$ cat src/rtl/rcpm_pkg.sv
package rcpm_pkg;

  typedef enum logic [1:0] {
    PM_OFF      = 2'd0,
    PM_LOCKING  = 2'd1,
    PM_LOCKED   = 2'd2,
    PM_STALLED  = 2'd3
  } pm_state_t;

  // Terminal value of the lock counter for the selected restart kind.
  function automatic int unsigned lock_last(input logic warm,
                                            input int unsigned cold_len,
                                            input int unsigned warm_len);
    return warm ? (warm_len - 1) : (cold_len - 1);
  endfunction

  // True when the mode-select code means power-down.
  function automatic logic is_power_down(input logic [1:0] code);
    return (code == 2'b00);
  endfunction

endpackage

$ cat src/rtl/rcpm_ref_sync.sv
module rcpm_ref_sync #(
  parameter int unsigned STAGES = 2
) (
  input  logic clk,
  input  logic rst_n,
  input  logic raw_in,
  output logic any_edge,
  output logic rise_edge
);
  logic [STAGES-1:0] sync_q;
  logic              hist_q;

  genvar gi;
  generate
    for (gi = 0; gi < STAGES; gi++) begin : g_stage
      if (gi == 0) begin : g_first
        always_ff @(posedge clk or negedge rst_n) begin
          if (!rst_n) sync_q[gi] <= 1'b0;
          else        sync_q[gi] <= raw_in;
        end
      end else begin : g_next
        always_ff @(posedge clk or negedge rst_n) begin
          if (!rst_n) sync_q[gi] <= 1'b0;
          else        sync_q[gi] <= sync_q[gi-1];
        end
      end
    end
  endgenerate

  always_ff @(posedge clk or negedge rst_n) begin
    if (!rst_n) hist_q <= 1'b0;
    else        hist_q <= sync_q[STAGES-1];
  end

  assign any_edge  = sync_q[STAGES-1] ^ hist_q;
  assign rise_edge = sync_q[STAGES-1] & ~hist_q;
endmodule

$ cat src/rtl/rcpm_stall_watch.sv
module rcpm_stall_watch #(
  parameter int unsigned STALL_SAMPLES = 64
) (
  input  logic clk,
  input  logic rst_n,
  input  logic seen_edge,
  output logic stalled
);
  localparam int unsigned IW = $clog2(STALL_SAMPLES + 1);
  localparam logic [IW-1:0] IDLE_MAX = IW'(STALL_SAMPLES);

  logic [IW-1:0] idle_q;

  // Starts saturated: no reference has been observed after reset.
  always_ff @(posedge clk or negedge rst_n) begin
    if (!rst_n)               idle_q <= IDLE_MAX;
    else if (seen_edge)       idle_q <= '0;
    else if (idle_q != IDLE_MAX) idle_q <= idle_q + 1'b1;
  end

  assign stalled = (idle_q == IDLE_MAX);
endmodule

$ cat src/rtl/rcpm_lock_timer.sv
module rcpm_lock_timer
  import rcpm_pkg::*;
#(
  parameter int unsigned COLD_LOCK = 32,
  parameter int unsigned WARM_LOCK = 8
) (
  input  logic clk,
  input  logic rst_n,
  input  logic restart,
  input  logic restart_warm,
  input  logic count_pulse,
  output logic reached
);
  localparam int unsigned LW = $clog2(COLD_LOCK + 1);

  logic [LW-1:0] cnt_q;
  logic          warm_q;
  logic [LW-1:0] last_val;

  assign last_val = LW'(lock_last(warm_q, COLD_LOCK, WARM_LOCK));

  always_ff @(posedge clk or negedge rst_n) begin
    if (!rst_n) begin
      cnt_q  <= '0;
      warm_q <= 1'b0;
    end else if (restart) begin
      cnt_q  <= '0;
      warm_q <= restart_warm;
    end else if (count_pulse && (cnt_q != last_val)) begin
      cnt_q  <= cnt_q + 1'b1;
    end
  end

  assign reached = count_pulse && (cnt_q == last_val);
endmodule

$ cat src/rtl/refclk_power_ctrl.sv
module refclk_power_ctrl
  import rcpm_pkg::*;
#(
  parameter int unsigned STALL_SAMPLES = 64,
  parameter int unsigned COLD_LOCK     = 32,
  parameter int unsigned WARM_LOCK     = 8,
  parameter int unsigned SYNC_STAGES   = 2
) (
  input  logic       clk_fast,
  input  logic       rst_n,
  input  logic [1:0] mode_sel,
  input  logic       ref_clk_in,
  output logic       pll_en,
  output logic       sio_en,
  output logic       lock_valid
);
  // Named internal events, observed by the bound checker.
  logic      ref_edge;
  logic      ref_rise;
  logic      stall_det;
  logic      lock_reached;
  logic      mode_off;
  logic      tmr_restart;
  logic      tmr_warm;
  pm_state_t pm_state, pm_next;

  rcpm_ref_sync #(.STAGES(SYNC_STAGES)) u_sync (
    .clk(clk_fast), .rst_n(rst_n), .raw_in(ref_clk_in),
    .any_edge(ref_edge), .rise_edge(ref_rise)
  );

  rcpm_stall_watch #(.STALL_SAMPLES(STALL_SAMPLES)) u_watch (
    .clk(clk_fast), .rst_n(rst_n), .seen_edge(ref_edge), .stalled(stall_det)
  );

  rcpm_lock_timer #(.COLD_LOCK(COLD_LOCK), .WARM_LOCK(WARM_LOCK)) u_timer (
    .clk(clk_fast), .rst_n(rst_n), .restart(tmr_restart),
    .restart_warm(tmr_warm),
    .count_pulse(ref_rise && (pm_state == PM_LOCKING) && !stall_det),
    .reached(lock_reached)
  );

  assign mode_off = is_power_down(mode_sel);

  always_comb begin
    pm_next     = pm_state;
    tmr_restart = 1'b0;
    tmr_warm    = 1'b0;
    if (mode_off) begin
      pm_next = PM_OFF;
    end else begin
      unique case (pm_state)
        PM_OFF: if (ref_edge) begin
          pm_next     = PM_LOCKING;
          tmr_restart = 1'b1;
        end
        PM_LOCKING: begin
          if (stall_det)         pm_next = PM_STALLED;
          else if (lock_reached) pm_next = PM_LOCKED;
        end
        PM_LOCKED: if (stall_det) pm_next = PM_STALLED;
        PM_STALLED: if (ref_edge) begin
          pm_next     = PM_LOCKING;
          tmr_restart = 1'b1;
          tmr_warm    = 1'b1;
        end
        default: pm_next = PM_OFF;
      endcase
    end
  end

  always_ff @(posedge clk_fast or negedge rst_n) begin
    if (!rst_n) pm_state <= PM_OFF;
    else        pm_state <= pm_next;
  end

  // Shutdowns act in the same cycle as their cause.
  logic running;
  assign running    = !mode_off && !stall_det &&
                      ((pm_state == PM_LOCKING) || (pm_state == PM_LOCKED));
  assign pll_en     = running;
  assign sio_en     = running;
  assign lock_valid = running && (pm_state == PM_LOCKED);

  initial begin
    if (!(COLD_LOCK > WARM_LOCK && WARM_LOCK > 0))
      $display("refclk_power_ctrl: COLD_LOCK must exceed WARM_LOCK > 0");
  end
endmodule

$ cat config.mk
export PLATFORM = sky130hd
export DESIGN_NAME = refclk_power_ctrl
export DESIGN_NICKNAME = d
export VERILOG_FILES = /design/src/rtl/rcpm_pkg.sv /design/src/rtl/rcpm_ref_sync.sv /design/src/rtl/rcpm_stall_watch.sv /design/src/rtl/rcpm_lock_timer.sv /design/src/rtl/refclk_power_ctrl.sv
export SDC_FILE = /design/constraint.sdc
export NUM_CORES = 1
export LEC_CHECK = 0
export CAP_MARGIN = 20
export CORE_UTILIZATION = 50
export CTS_CLUSTER_DIAMETER = 50
export DETAILED_ROUTE_END_ITERATION = 10
export PLACE_DENSITY = 0.72
export SLEW_MARGIN = 20
export SYNTH_ARGS = -nofsm -noshare
export SYNTH_HDL_FRONTEND = slang
export SYNTH_SLANG_ARGS = --single-unit
$ cat constraint.sdc
create_clock -name clk_fast -period 2.2 [get_ports clk_fast]
set_clock_uncertainty 0.15 [all_clocks]
set_input_delay 0.55 -clock clk_fast [delete_from_list [all_inputs] [get_ports clk_fast]]
set_output_delay 0.55 -clock clk_fast [all_outputs]
set_load 0.01 [all_outputs]
==> results of run 1 <==
[registers in the layout (all words and copies together) (netlist names)]
register,flops
pm_state,2
u_sync.hist_q,1
u_sync.sync_q,2
u_timer.cnt_q,6
u_timer.warm_q,1
u_watch.idle_q,7
[Yosys cell counts (all sizes together) (2+ instances only)]
| cell type | instances | share of area |
|---|---|---|
| dfrtp | 18 | 0.41 |
| nor2 | 11 | 0.040 |
| ha | 8 | 0.092 |
| inv | 8 | 0.028 |
| nand2 | 8 | 0.028 |
| a21oi | 4 | 0.022 |
| nand3 | 4 | 0.018 |
| o21ai | 4 | 0.022 |
| xnor2 | 4 | 0.032 |
| o21a | 3 | 0.021 |
| o31ai | 3 | 0.021 |
| buf | 2 | 0.014 |
| mux2i | 2 | 0.018 |
| nand2b | 2 | 0.011 |
| nand3b | 2 | 0.014 |
| nor2b | 2 | 0.011 |
| nor3 | 2 | 0.0092 |
| or4 | 2 | 0.014 |
| xor2 | 2 | 0.016 |
[per-stage QoR]
step | setup WS, ns | area, um^2
floorplan | 0.00816 | 1100
global placement | -0.385 | 1330
detailed placement | -0.402 | 1330
CTS | -0.290 | 1380
global route | -0.371 | 1410
finish | -0.289 | 1410
[power groups by stage]
stage	Clock, W	Sequential [W]	Combinational [W]
2_1_floorplan	0	0.000443	0.000382
3_3_place_gp	0	0.000442	0.000622
3_5_place_dp	0	0.000446	0.000633
4_1_cts	0.000189	0.000440	0.000663
5_1_grt	0.000203	0.000450	0.000745
6_report	0.000180	0.000443	0.000676
[final timing paths]
kind                                   start                 to  slack (ns)  cells past startpoint
setup / recovery           u_watch.idle_q[1]             sio_en       -0.29                      7
hold / removal              u_sync.sync_q[0]   u_sync.sync_q[1]        0.21                      0
setup reg to reg           u_watch.idle_q[1]   u_timer.cnt_q[1]        0.16                      7
hold reg to reg             u_sync.sync_q[0]   u_sync.sync_q[1]        0.21                      0
max in group asynchronous              rst_n  u_watch.idle_q[6]        1.20                      2
min in group asynchronous              rst_n        pm_state[0]        0.41                      2
[kinds of logic (layout without fill, tap and decap cells)]
kind of cell               count (synthesis)  after routing  share of synthesized area
and+or+nand+nor                           40             40                      0.199
AOI/OAI and AO/OA                         21             21                      0.164
DFF                                       19             19                      0.437
buffers and inverters                     10             41                     0.0413
adders and majority gates                  8              8                     0.0919
xor gates and xnor gates                   6              6                     0.0482
muxes                                      2              2                     0.0184
[final cells by class]
type | instances | area, um^2 | area share
clock buffer | 4 | 26.3 | 0.0187
inverter | 8 | 30.0 | 0.0213
multi-input combinational | 77 | 602 | 0.428
sequential | 19 | 477 | 0.339
tap | 27 | 33.8 | 0.0240
timing repair buffer | 29 | 239 | 0.170
[timing repair]
action                     4_1_cts  5_1_grt
cloned                           0        0
hold buffers                     0        0
setup buffers                    1        3
pin swaps                        3        0
resized for setup               19        1
setup endpoints to repair        3        8
hold endpoints to repair         0        0
[routing by layer]
| metal | routed length, um | vias up | part of all wire | GRT usage |
|---|---|---|---|---|
| li1 | - | 436 | - | - |
| met1 | 956 | 397 | 0.46 | 0.236 |
| met2 | 1060 | 9 | 0.51 | 0.356 |
| met3 | 48 | 4 | 0.023 | 0.0503 |
| met4 | 27 | 0 | 0.013 | 0.0931 |
| met5 | 0 | - | 0 | 0 |
[worst max-delay path: stages, from the launching register on]
cell and delay (ns):
dfrtp_1 0.41, inv_2 0.08, ha_4 0.12, or4b_4 0.47
nor2_4 0.11, nor3_2 0.06, buf_4 0.14, buf_6 0.11
==> summary.txt, run 1 <==
Run status
  • Outcome: finished, violations left
  • Failing checks: setup timing

STA
  • Hold Violations, Final: 0
  • Worst-margin pin slew: ~0.40 ns
  • Final Slew Violations: 0
  • Hold Slack: 0.214 ns
  • Final setup viols: 3
  • Relative slew slack: 0.734
  • RSZ-0062 raised after global routing: true
  • Part of the cycle the worst path needs: 1.13
  • Period minus WS final: 2.49 ns
  • PnR worst setup slack: -0.289 ns
  • Fmax: 402 MHz
  • Setup TNS: -0.859 ns

Global routing
  • Initial antenna violation count: 0
  • GR Util All Layers: 0.205
  • Largest net degree at the start of global routing: 20
  • Global-route wire length before repair: 3.69 mm
  • Vias in the first global route: 860
  • Global route overflow: 0

Final layout
  • Final Util: 0.703
  • FILL cells: 144
  • Antenna cell count: 0
  • Layout net count: 151
  • Most common cell after layout, fill and taps aside: buf_4
  • Commonest cells after routing, fill and taps aside: 22 x buf_4, 18 x dfrtp_1, 10 x nor2_1
  • Fin cells: 164
  • Layout cell share with drive strength beyond 1: 0.307
  • Area grow syn2layout: 29.2%

Clock network
  • Max Root-Sink Buffers: 2
  • H-tree depth: 1
  • Worst-path clk slew: 0.09 ns
  • Worst skew pair latency: 0.31 ns
  • TritonCTS buffer count: 3
  • Total clock sinks: 19
  • Root Buffer: clkbuf_4
  • CTS tree: done

Drt
  • Vias per inst: 5.16
  • 1st-iter DRT viols: 8
  • Via count: between 800 and 900
  • Post-DR wirelength/cell: 12.7 um
  • DRT Pass-1 Iters: 4
  • Antenna-violating nets left: 0
  • Drt drc: 0
  • Drt total wl: 2.09 mm

Synthesis
  • Async SR Flop Fraction: 1.00
  • Dominant synthesized flop cell: dfrtp_1
  • Synth warnings: 0
  • Post-synthesis net count: 119
  • Synthesized area per cell: 10.3 um^2
  • Cells after synthesis: 106
  • Mapped Area: 0.00109 mm^2
  • Seq/Total Area, Yosys: 0.437
  • Count of state elements after synthesis: 19
  • Post-synth EDFFs: 0
  • Distinct cells, synth: 37

Setup path
  • Critical path type: register to output pin
  • CP Launch Type: register
  • Critical Path RT: 1.50 ns
  • Crit-path max FO: 2
  • CP Data Arrival Time: 1.79 ns
  • Crit. End Element: output pin

Placed design
  • I/O Buffers: 7
  • Cells after DPL: 156
  • Post-DP HPWL: 1.50 mm
  • Routability Congestion: roughly 0.74

Die
  • Die width: 48.7 um
  • Initial core utilization: 0.544
  • Io pins: 8
  • Cell Rows: 16
  • Die ar.: 0.00237 mm^2
  • Chip Height: 48.7 um
  • Core Area: 0.00200 mm^2

Pwr
  • Power per cell area: 923 mW/mm^2
  • Flop pwr share: 0.341
  • VDD IR max: 0.000755 V
  • Clock power share: 0.139
  • Net switching power: 0.000464 W
  • Gate power share: 0.520
  • Internal Power: between 0.0008 and 0.0009 W
  • Total Power: around 0.0013 W
  • Switching share of total power: 0.357
  • Leakage: 0.626 nW

Run
  • Max Cap Violations: 0

Hold path
  • Worst Hold Class: register to register
Note: power is estimated with default switching activity, not from simulation.
==> inputs of run 2 (changes only) <==
--- a/config.mk
+++ b/config.mk
@@ -6,10 +6,12 @@
 export NUM_CORES = 1
 export LEC_CHECK = 0
 export CAP_MARGIN = 20
-export CORE_UTILIZATION = 50
+export CELL_PAD_IN_SITES_DETAIL_PLACEMENT = 1
+export CELL_PAD_IN_SITES_GLOBAL_PLACEMENT = 2
+export CORE_UTILIZATION = 33
 export CTS_CLUSTER_DIAMETER = 50
 export DETAILED_ROUTE_END_ITERATION = 10
-export PLACE_DENSITY = 0.72
+export PLACE_DENSITY_LB_ADDON = 0.1
 export SLEW_MARGIN = 20
 export SYNTH_ARGS = -nofsm -noshare
 export SYNTH_HDL_FRONTEND = slang
==> summary.txt, run 2 (synthesized netlist as in run 1, its figures left out) <==
Final layout
  • Commonest cells after routing, fill and taps aside: 23 x buf_4, 18 x dfrtp_1, 10 x nor2_1
  • FILL cells: 363 (+150%)
  • Final Util: 0.460 (-0.243)
  • Layout cell share with drive strength beyond 1: 0.312 (+0.00502)
  • Max reg flops: 7 (unchanged)
  • Antenna cell count: 0 (unchanged)
  • Most common cell after layout, fill and taps aside: buf_4
  • Most flops, register: u_watch.idle_q
  • Area grow syn2layout: 31.0%
  • Layout net count: 152 (+0.66%)
  • Top flop regs: u_watch.idle_q (7), u_timer.cnt_q (6)

Die
  • Initial core utilization: 0.351 (-0.193)
  • Die ar.: 0.00354 mm^2 (+49%)
  • Chip Height: 59.5 um (+22%)
  • Cell Rows: 20 (+4)
  • Io pins: 8 (unchanged)
  • Core Area: 0.00310 mm^2 (+55%)
  • Die width: 59.5 um (+22%)

Drt
  • DRT Pass-1 Iters: 3 (-1)
  • Drt total wl: 2.38 mm (+14%)
  • Post-DR wirelength/cell: 13.1 um (+2.8%)
  • Vias per inst: 4.80 (-6.9%)
  • 1st-iter DRT viols: 8 (unchanged)
  • Via count: 874 (+3.3%)
  • Antenna-violating nets left: 0 (unchanged)
  • Drt drc: 0 (unchanged)

STA
  • Final setup viols: 3 (unchanged)
  • Part of the cycle the worst path needs: 1.15 (+0.0177)
  • Setup TNS: -0.976 ns (-0.117 ns)
  • Worst-margin pin slew: 0.390 ns (-0.00846 ns)
  • Fmax: 396 MHz (-1.5%)
  • Period minus WS final: 2.53 ns (+0.0390 ns)
  • Relative slew slack: 0.740 (+0.00619)
  • Final Slew Violations: 0 (unchanged)
  • PnR worst setup slack: -0.328 ns (-0.0390 ns)
  • Hold Violations, Final: 0 (unchanged)
  • RSZ-0062 raised after global routing: true

Setup path
  • Crit-path slowest cell: or4b_4
  • CP Launch Type: register
  • Crit. Startpoint: u_watch.idle_q[0]
  • Critical path type: register to output pin
  • R2R Path Start: u_watch.idle_q[0]
  • Family with the most delay on the worst path: simple AND/OR/NAND/NOR gates
  • Slowest Stage Delay on Critical Path: 0.48 ns (about the same)
  • Buf/Inv on CP: 3 (unchanged)
  • Crit-path max FO: 2 (unchanged)
  • CP Data Arrival Time: 1.83 ns (+0.04 ns)
  • Critical Path RT: 1.50 ns (about the same)
  • Crit-path cells: inv_2, ha_4, or4b_4, nor2_4, nor3_2, buf_4, buf_6
  • Crit. End Element: output pin

Global routing
  • GR Util All Layers: 0.170 (-0.0354)
  • Global route overflow: 0 (unchanged)
  • Largest net degree at the start of global routing: 20 (unchanged)
  • Initial antenna violation count: 0 (unchanged)
  • Vias in the first global route: 981 (+14%)
  • Global-route wire length before repair: 4.41 mm (+19%)

Clock network
  • Total clock sinks: 19 (unchanged)
  • Worst-path clk slew: 0.12 ns (+0.03 ns)
  • H-tree depth: 1 (unchanged)
  • Max Root-Sink Buffers: 2 (unchanged)
  • Worst skew pair latency: 0.30 ns (about the same)
  • Root Buffer: clkbuf_4
  • CTS tree: done
  • TritonCTS buffer count: 3 (unchanged)

Run status
  • Outcome: finished, violations left
  • Failing checks: setup timing

Placed design
  • Post-DP HPWL: 1.88 mm (+25%)
  • Routability Congestion: 0.721 (-2.4%)
  • I/O Buffers: 7 (unchanged)
  • Pre-CTS setup slack: -0.413 ns (-0.0106 ns)

Hold path
  • Worst Hold Launch: u_sync.sync_q[0]
  • Worst Hold Class: register to register

Pwr
  • Leakage: 0.629 nW (+0.38%)
  • Power per cell area: 924 mW/mm^2 (+0.13%)
  • VDD IR max: 0.000533 V (-29%)

Run
  • Max Cap Violations: 0 (unchanged)
run 2: worst register-to-register path, cell delays in order, from the launching register on:
cell and delay (ns):
dfrtp_1 0.41, inv_2 0.08, ha_4 0.11, or4b_4 0.48
buf_4 0.16, o22ai_1 0.25, o21ai_2 0.09, a221oi_2 0.25
run 2: final timing paths:
| kind | end | slack (ns) | depth (start not counted) |
|---|---|---|---|
| min in group asynchronous | u_watch.idle_q[2] | 0.43 | 2 |
| max | sio_en | -0.33 | 7 |
| min | u_sync.sync_q[1] | 0.22 | 0 |
| min reg2reg | u_sync.sync_q[1] | 0.22 | 0 |
| max reg2reg | pm_state[0] | 0.12 | 7 |
| max in group asynchronous | u_watch.idle_q[6] | 1.20 | 2 |
run 2: stage by stage:
step	hold slack (ns)	cells	area, um^2	power (W)
floorplan	0.104	106	1100	0.000825
global placement	0.188	176	1370	0.00111
detailed placement	0.186	176	1370	0.00113
CTS	0.228	182	1430	0.00135
global route	0.246	182	1430	0.00143
finish	0.224	182	1430	0.00132
run 2: repair_timing:
| action | 4_1_cts | 5_1_grt |
|---|---|---|
| pin swaps | 3 | 0 |
| setup endpoints to repair | 3 | 3 |
| buffers inserted | 2 | 0 |
| hold endpoints to repair | 0 | 0 |
| hold buffers | 0 | 0 |
| resized for setup | 19 | 0 |
run 2: layout make-up:
| cell class | instances | area, um^2 | share of cell area |
|---|---|---|---|
| clock buffers | 4 | 26.3 | 0.0184 |
| inverters | 8 | 30.0 | 0.0210 |
| multi-input cells | 77 | 593 | 0.415 |
| flip-flops and latches | 19 | 477 | 0.334 |
| well taps | 44 | 55.1 | 0.0386 |
| repair buffers | 30 | 246 | 0.173 |
run 2: per-layer routing:
layer	global-route usage	part of all wire	wire length, um	vias to the layer above
met5	0	0	0	-
met4	0.0714	0.011	26	0
met3	0.0197	0.020	48	4
met2	0.286	0.52	1240	8
met1	0.219	0.45	1070	425
li1	-	-	-	437
run 2: where the power goes:
group	switching, W	leakage, nW	total [W]	internal [W]
clock network	0.000113	0.0150	0.000184	0.0000706
registers	0.0000355	0.247	0.000437	0.000402
logic	0.000322	0.367	0.000698	0.000376
==> inputs of run 3 (changes only) <==
--- a/config.mk
+++ b/config.mk
@@ -11,6 +11,7 @@
 export CORE_UTILIZATION = 33
 export CTS_CLUSTER_DIAMETER = 50
 export DETAILED_ROUTE_END_ITERATION = 10
+export HOLD_SLACK_MARGIN = 0.02
 export PLACE_DENSITY_LB_ADDON = 0.1
 export SLEW_MARGIN = 20
 export SYNTH_ARGS = -nofsm -noshare
==> results of run 3 <==
Same layout as run 2: the final DEF is identical, and so are final timing and power.
